==> src/rtl/ppio_pkg.sv <==
package ppio_pkg;

  localparam int PORT_W = 8;

  localparam logic [1:0] SEL_A   = 2'd0;
  localparam logic [1:0] SEL_B   = 2'd1;
  localparam logic [1:0] SEL_C   = 2'd2;
  localparam logic [1:0] SEL_CTL = 2'd3;

  typedef struct packed {
    logic a_stb;
    logic a_in;
    logic cu_in;
    logic b_stb;
    logic b_in;
    logic cl_in;
  } mode_t;

  localparam mode_t MODE_RST = '{a_stb: 1'b0, a_in: 1'b1, cu_in: 1'b1,
                                 b_stb: 1'b0, b_in: 1'b1, cl_in: 1'b1};

endpackage

==> src/rtl/ppio_regs.sv <==
module ppio_regs
  import ppio_pkg::*;
(
  input  logic              clk,
  input  logic              rst,
  input  logic              host_wr,
  input  logic [1:0]        addr,
  input  logic [PORT_W-1:0] wdata,
  output mode_t             mode,
  output logic [PORT_W-1:0] pc_lat,
  output logic              mode_wr
);

  localparam int IDX_W = $clog2(PORT_W);

  logic ctl_wr;
  logic bit_cmd;

  assign ctl_wr  = host_wr && (addr == SEL_CTL);
  assign mode_wr = ctl_wr && wdata[7];
  assign bit_cmd = ctl_wr && !wdata[7];

  always_ff @(posedge clk) begin
    if (rst) begin
      mode <= MODE_RST;
    end else if (mode_wr) begin
      mode.a_stb <= wdata[6] | wdata[5];
      mode.a_in  <= wdata[4];
      mode.cu_in <= wdata[3];
      mode.b_stb <= wdata[2];
      mode.b_in  <= wdata[1];
      mode.cl_in <= wdata[0];
    end
  end

  always_ff @(posedge clk) begin
    if (rst || mode_wr) begin
      pc_lat <= '0;
    end else if (host_wr && (addr == SEL_C)) begin
      pc_lat <= wdata;
    end else if (bit_cmd) begin
      pc_lat[wdata[IDX_W:1]] <= wdata[0];
    end
  end

  // a single-bit command keeps the mode and flips at most one latch bit
  a_r5_single_bit: assert property (@(posedge clk) disable iff (rst)
    bit_cmd |=> ($stable(mode) && ($countones(pc_lat ^ $past(pc_lat)) <= 1)));

endmodule

==> src/rtl/ppio_hs_chan.sv <==
module ppio_hs_chan #(
  parameter int DW = 8
) (
  input  logic          clk,
  input  logic          rst,
  input  logic          clr,
  input  logic          strobed,
  input  logic          is_in,
  input  logic          inte,
  input  logic          host_wr,
  input  logic          host_rd,
  input  logic [DW-1:0] wdata,
  input  logic [DW-1:0] pins,
  input  logic          hs_pin,
  output logic [DW-1:0] out_lat,
  output logic [DW-1:0] in_lat,
  output logic          buf_full,
  output logic          irq
);

  logic hs_q;
  logic hs_fall;
  logic hs_rise;
  logic irq_q;
  logic stb_in;
  logic stb_out;

  assign hs_fall = hs_q && !hs_pin;
  assign hs_rise = !hs_q && hs_pin;
  assign stb_in  = strobed && is_in;
  assign stb_out = strobed && !is_in;
  assign irq     = irq_q && inte;

  always_ff @(posedge clk) begin
    if (rst) hs_q <= 1'b1;
    else     hs_q <= hs_pin;
  end

  always_ff @(posedge clk) begin
    if (rst || clr)   out_lat <= '0;
    else if (host_wr) out_lat <= wdata;
  end

  always_ff @(posedge clk) begin
    if (rst)                    in_lat <= '0;
    else if (stb_in && hs_fall) in_lat <= pins;
  end

  always_ff @(posedge clk) begin
    if (rst || clr) begin
      buf_full <= 1'b0;
    end else if (stb_in) begin
      if (hs_fall)      buf_full <= 1'b1;
      else if (host_rd) buf_full <= 1'b0;
    end else if (stb_out) begin
      if (host_wr)      buf_full <= 1'b1;
      else if (hs_fall) buf_full <= 1'b0;
    end else begin
      buf_full <= 1'b0;
    end
  end

  always_ff @(posedge clk) begin
    if (rst || clr) begin
      irq_q <= 1'b0;
    end else if (stb_in) begin
      if (hs_rise && buf_full && inte) irq_q <= 1'b1;
      else if (host_rd)                irq_q <= 1'b0;
    end else if (stb_out) begin
      if (hs_rise && inte) irq_q <= 1'b1;
      else if (host_wr)    irq_q <= 1'b0;
    end else begin
      irq_q <= 1'b0;
    end
  end

  // a falling strobe captures the pins and fills the buffer
  a_r6_capture_on_strobe: assert property (@(posedge clk) disable iff (rst)
    (stb_in && !clr && hs_q && !hs_pin) |=> (buf_full && (in_lat == $past(pins))));

  // without a strobe edge the captured byte holds
  a_r6_capture_holds: assert property (@(posedge clk) disable iff (rst)
    !(stb_in && hs_q && !hs_pin) |=> $stable(in_lat));

  // a host write in output mode marks the buffer full
  a_r8_obf_on_write: assert property (@(posedge clk) disable iff (rst)
    (stb_out && !clr && host_wr) |=> buf_full);

  // a host write in output mode drops a pending interrupt
  a_r9_write_clears_irq: assert property (@(posedge clk) disable iff (rst)
    (stb_out && host_wr && !(!hs_q && hs_pin)) |=> !irq_q);

  // a mode word clears the output latch and both flags
  a_r4_clear_state: assert property (@(posedge clk) disable iff (rst)
    clr |=> (!buf_full && !irq_q && (out_lat == '0)));

endmodule

==> src/rtl/ppio_top.sv <==
module ppio_top
  import ppio_pkg::*;
(
  input  logic       clk,
  input  logic       rst,
  input  logic       cs,
  input  logic       rd,
  input  logic       wr,
  input  logic [1:0] addr,
  input  logic [7:0] wdata,
  output logic [7:0] rdata,
  input  logic [7:0] pa_in,
  output logic [7:0] pa_out,
  output logic [7:0] pa_oe,
  input  logic [7:0] pb_in,
  output logic [7:0] pb_out,
  output logic [7:0] pb_oe,
  input  logic [7:0] pc_in,
  output logic [7:0] pc_out,
  output logic [7:0] pc_oe
);

  localparam int NCH = 2;
  localparam int HALF = PORT_W / 2;

  logic        host_wr;
  logic        host_rd;
  mode_t       mode;
  logic [7:0]  pc_lat;
  logic        mode_wr;

  logic [NCH-1:0] ch_stb, ch_in, ch_inte, ch_wr, ch_rd, ch_hs, ch_bf, ch_irq;
  logic [PORT_W-1:0] ch_pins [NCH];
  logic [PORT_W-1:0] ch_out  [NCH];
  logic [PORT_W-1:0] ch_inl  [NCH];
  logic [7:0]  hs_in_mask;
  logic [7:0]  pc_rd;

  assign host_wr = cs && wr;
  assign host_rd = cs && rd;

  ppio_regs u_regs (
    .clk     (clk),
    .rst     (rst),
    .host_wr (host_wr),
    .addr    (addr),
    .wdata   (wdata),
    .mode    (mode),
    .pc_lat  (pc_lat),
    .mode_wr (mode_wr)
  );

  assign ch_stb  = {mode.b_stb, mode.a_stb};
  assign ch_in   = {mode.b_in, mode.a_in};
  assign ch_inte = {pc_lat[2], (mode.a_in ? pc_lat[4] : pc_lat[6])};
  assign ch_hs   = {pc_in[2], (mode.a_in ? pc_in[4] : pc_in[6])};
  assign ch_wr   = {host_wr && (addr == SEL_B), host_wr && (addr == SEL_A)};
  assign ch_rd   = {host_rd && (addr == SEL_B), host_rd && (addr == SEL_A)};
  assign ch_pins[0] = pa_in;
  assign ch_pins[1] = pb_in;

  for (genvar g = 0; g < NCH; g++) begin : g_chan
    ppio_hs_chan #(.DW(PORT_W)) u_chan (
      .clk      (clk),
      .rst      (rst),
      .clr      (mode_wr),
      .strobed  (ch_stb[g]),
      .is_in    (ch_in[g]),
      .inte     (ch_inte[g]),
      .host_wr  (ch_wr[g]),
      .host_rd  (ch_rd[g]),
      .wdata    (wdata),
      .pins     (ch_pins[g]),
      .hs_pin   (ch_hs[g]),
      .out_lat  (ch_out[g]),
      .in_lat   (ch_inl[g]),
      .buf_full (ch_bf[g]),
      .irq      (ch_irq[g])
    );
  end

  assign pa_out = ch_out[0];
  assign pb_out = ch_out[1];
  assign pa_oe  = {PORT_W{!mode.a_in}};
  assign pb_oe  = {PORT_W{!mode.b_in}};

  always_comb begin
    pc_out     = pc_lat;
    pc_oe      = {{HALF{!mode.cu_in}}, {HALF{!mode.cl_in}}};
    hs_in_mask = '0;
    if (mode.a_stb) begin
      pc_oe[3]  = 1'b1;
      pc_out[3] = ch_irq[0];
      if (mode.a_in) begin
        pc_oe[4]      = 1'b0;
        hs_in_mask[4] = 1'b1;
        pc_oe[5]      = 1'b1;
        pc_out[5]     = ch_bf[0];
      end else begin
        pc_oe[6]      = 1'b0;
        hs_in_mask[6] = 1'b1;
        pc_oe[7]      = 1'b1;
        pc_out[7]     = !ch_bf[0];
      end
    end
    if (mode.b_stb) begin
      pc_oe[0]      = 1'b1;
      pc_out[0]     = ch_irq[1];
      pc_oe[1]      = 1'b1;
      pc_out[1]     = mode.b_in ? ch_bf[1] : !ch_bf[1];
      pc_oe[2]      = 1'b0;
      hs_in_mask[2] = 1'b1;
    end
  end

  assign pc_rd = (pc_oe & pc_out) | (~pc_oe & hs_in_mask & pc_lat) |
                 (~pc_oe & ~hs_in_mask & pc_in);

  always_ff @(posedge clk) begin
    if (rst) begin
      rdata <= '0;
    end else if (host_rd) begin
      case (addr)
        SEL_A:   rdata <= !mode.a_in ? ch_out[0] : (mode.a_stb ? ch_inl[0] : pa_in);
        SEL_B:   rdata <= !mode.b_in ? ch_out[1] : (mode.b_stb ? ch_inl[1] : pb_in);
        SEL_C:   rdata <= pc_rd;
        default: rdata <= '0;
      endcase
    end
  end

  // a deselected bus leaves the read register untouched
  a_r11_no_select: assert property (@(posedge clk) disable iff (rst)
    !cs |=> $stable(rdata));

  // strobe and acknowledge inputs are never driven
  a_r10_hs_inputs_undriven: assert property (@(posedge clk) disable iff (rst)
    (mode.b_stb |-> !pc_oe[2]));

endmodule

==> config.mk <==
export PLATFORM = sky130hd
export DESIGN_NAME = ppio_top
export DESIGN_NICKNAME = d
export VERILOG_FILES = /design/src/rtl/ppio_pkg.sv /design/src/rtl/ppio_regs.sv /design/src/rtl/ppio_hs_chan.sv /design/src/rtl/ppio_top.sv
export SDC_FILE = /design/constraint.sdc
export NUM_CORES = 1
export LEC_CHECK = 0
export BUFFER_PORTS_ARGS = -buffer_cell sky130_fd_sc_hd__buf_2
export CORE_ASPECT_RATIO = 1.75
export CORE_UTILIZATION = 57
export CTS_CLUSTER_DIAMETER = 200
export DETAILED_ROUTE_END_ITERATION = 8
export PLACE_DENSITY = 0.88
export SETUP_SLACK_MARGIN = 0.3
export SKIP_CTS_REPAIR_TIMING = 1
export SLEW_MARGIN = 20
export SYNTH_ARGS = -nofsm -noshare
export SYNTH_HDL_FRONTEND = slang
export SYNTH_SLANG_ARGS = --single-unit
==> constraint.sdc <==
create_clock -name clk -period 3.2 [get_ports clk]
set_clock_uncertainty 0.15 [all_clocks]
set_input_delay 0.64 -clock clk [delete_from_list [all_inputs] [get_ports clk]]
set_output_delay 0.64 -clock clk [all_outputs]
set_load 0.05 [all_outputs]
==> flow_summary.toml <==
[outcome]
status = "finished, final reports clean"

[setup_path]
crit_required_ns = 2.41
worstSetupPathType = "reg -> out"
arrival_ns = 1.66
crit_path_end_kind = "output pin"
crit_fanout = 7
start_kind = "register"

[die]
ios = 95
die-area_um2 = 6270
die_w_um = 60.3
core_area_um2 = 5630
die_h_um = 104
initial_core_util_pct = 60.2
fp-row-count = 36

[finish]
final_common_cell = "buf_2"
final_nets = 534
post-route-util_pct = 69.0
num_antenna_cells = 0
mostFrequentLayoutCells = "buf_2, nand2_1, dfxtp_1"
fillers = 494
drive_gt1_share_pct = 26.8
area_delta_synth_final_pct = 14.6
fin_area_um2 = 3880

[detailed_routing]
vias = 3399
wl_per_cell_um = 16.9
dr.pass1.iters = 5
totalWireLength_um = 9720
drc = 0
ant_nets = 0
drt_iter0_drc = 223
avgViaCountPerCell = 5.90

[hold_path]
hold_class = "reg -> reg"

[grt]
grt_pass1_vias = 3243
grt-ovfl-total = 0
grt_pass1_wl_um = 15800
grt_use_total_pct = 33.4
antenna_found_initial = 0
grt_max_degree = 36

[synth]
synth_nets = 475
synth-edff-count = 0
ys_ff_latch = 60
yosys_most_used_dff = "dfxtp_1"
yosys_warnings = 0
syn_area_um2 = 3390
synthDistinctLibCells = 51
syn_area_per_cell_um2 = 7.77
synthCells = 436
ys_async_sr_fraction_pct = 0
ys_seq_area_share_pct = 35.5

[place]
gp_congestion = 0.980
dpl-instance-area_um2 = 3680
port_buffers = 94
hpwlAfterDp_um = 7260

[power_and_ir_drop]
fin_total_pwr_mw = 1.73
power.leakage_nw = 1.64
powerDensity_nw_per_um2 = 444
peakVddDrop_v = 0.000324

[clocking]
h-tree-depth = 3
clockBufferDepth = 2
cts_tree = "done"
clk_latency_ns = 0.35
cts-root-buf = "clkbuf_8"
numCtsBuffers = 9
clk_pin_slew_worst_paths_ns = 0.07
clkSinkCount = 60

[timing]
drv_slew = 0
setup_viol = 0
finalSetupTns_ns = 0
rsz0062_at_grt = "no"
fin_crit_sh_pct = 76.6
final.min_clock_period_ns = 2.45
finalHoldViolations = 0
worstMarginPinSlew_ns = 0.674
fmax_mhz = 408
maxSlewHeadroom_pct = 55.1

[job]
drv_cap = 0
flip-flops by register name, indices dropped and copies added, names as in the netlist:
signal and cells:
g_chan.u_chan.out_lat 16, u_regs.mode 6, g_chan.u_chan.hs_q 2, g_chan.u_chan.in_lat 16, u_regs.pc_lat 8, g_chan.u_chan.irq_q 2
g_chan.u_chan.buf_full 2, rdata 8
path summary, 6_finish.rpt:
check	slack [ns]	depth (start not counted)	to	start
worst max register to register	1.43	5	rdata[7]	u_regs.mode[5]
worst max-delay path	0.75	4	pc_out[3]	u_regs.mode[5]
worst min-delay path	0.30	2	rdata[5]	rdata[5]
worst min register to register	0.30	2	rdata[5]	rdata[5]
cell usage after synthesis (2+ instances only):
| master | number | share of area, % |
|---|---|---|
| or3_1 | 3 | 0.55 |
| a21oi_1 | 55 | 8.1 |
| nor3_2 | 2 | 0.59 |
| buf_2 | 10 | 1.5 |
| a2111oi_0 | 4 | 1.0 |
| and2_1 | 2 | 0.37 |
| o22ai_1 | 4 | 0.74 |
| inv_1 | 13 | 1.4 |
| nand3_1 | 6 | 0.89 |
| a211o_1 | 4 | 1.0 |
| or2_2 | 3 | 0.55 |
| buf_6 | 2 | 0.66 |
| buf_4 | 24 | 5.3 |
| nand2_1 | 83 | 9.2 |
| a211oi_1 | 16 | 3.5 |
| and3b_1 | 2 | 0.52 |
| o211ai_1 | 3 | 0.66 |
| dfxtp_1 | 60 | 35 |
| a211oi_2 | 2 | 0.74 |
| mux2i_1 | 27 | 8.0 |
| or2_1 | 2 | 0.37 |
| clkbuf_1 | 14 | 1.6 |
| nand2_2 | 2 | 0.37 |
| nand4_1 | 2 | 0.37 |
| nand2b_1 | 6 | 1.1 |
| nor2_1 | 31 | 3.4 |
| nor3_1 | 9 | 1.3 |
| a21o_1 | 2 | 0.44 |
| o21ai_1 | 2 | 0.30 |
| o21ai_0 | 14 | 2.1 |
| and4_1 | 2 | 0.52 |
| mux2_2 | 5 | 1.7 |
| nor2b_1 | 2 | 0.37 |
power by group:
part           internal [mW]  switching [mW]
clock network          0.379           0.311
logic                 0.0742           0.186
registers              0.762          0.0139
total                   1.22           0.511
layout make-up:
type / count / area, um2 / share of cell area (%)
multi-input combinational: 312 / 1830 / 47.1
sequential: 60 / 1200 / 30.9
timing repair buffer: 99 / 508 / 13.1
clock buffer: 10 / 138 / 3.54
tap: 76 / 95.1 / 2.45
clock inverter: 6 / 63.8 / 1.64
inverter: 13 / 48.8 / 1.26
cells by family (layout without fill, tap and decap cells):
kind of cell | Yosys count | count (layout) | synth area share [%]
AND/OR/NAND/NOR | 163 | 163 | 22.5
AO/OA/AOI/OAI | 116 | 116 | 21.6
buffers and inverters | 64 | 128 | 10.6
flip-flops | 60 | 60 | 35.5
multiplexers | 32 | 32 | 9.64
XOR/XNOR | 1 | 1 | 0.259
stage by stage:
step | setup slack, ns | hold slack, ns | std cells
3_3_place_gp | 0.958 | 0.291 | 560
5_1_grt | 0.644 | 0.332 | 576
4_1_cts | 0.752 | 0.304 | 576
3_5_place_dp | 0.906 | 0.295 | 560
2_1_floorplan | 0.693 | 0.282 | 436
6_report | 0.749 | 0.301 | 576
per-layer routing:
layer | GRT usage, % | routed length (um) | up-vias
li1 | - | - | 1629
met1 | 38.2 | 3540 | 1577
met2 | 54.6 | 5030 | 153
met3 | 3.73 | 574 | 40
met4 | 23.8 | 577 | 0
met5 | 0 | 0 | -
critical path: stages, from the launching register on:
cell	delay, ns
dfxtp_1	0.39
inv_1	0.16
or3_1	0.39
o21ai_0	0.09
buf_2	0.29
No activity file was read; power rests on OpenSTA's default activity.
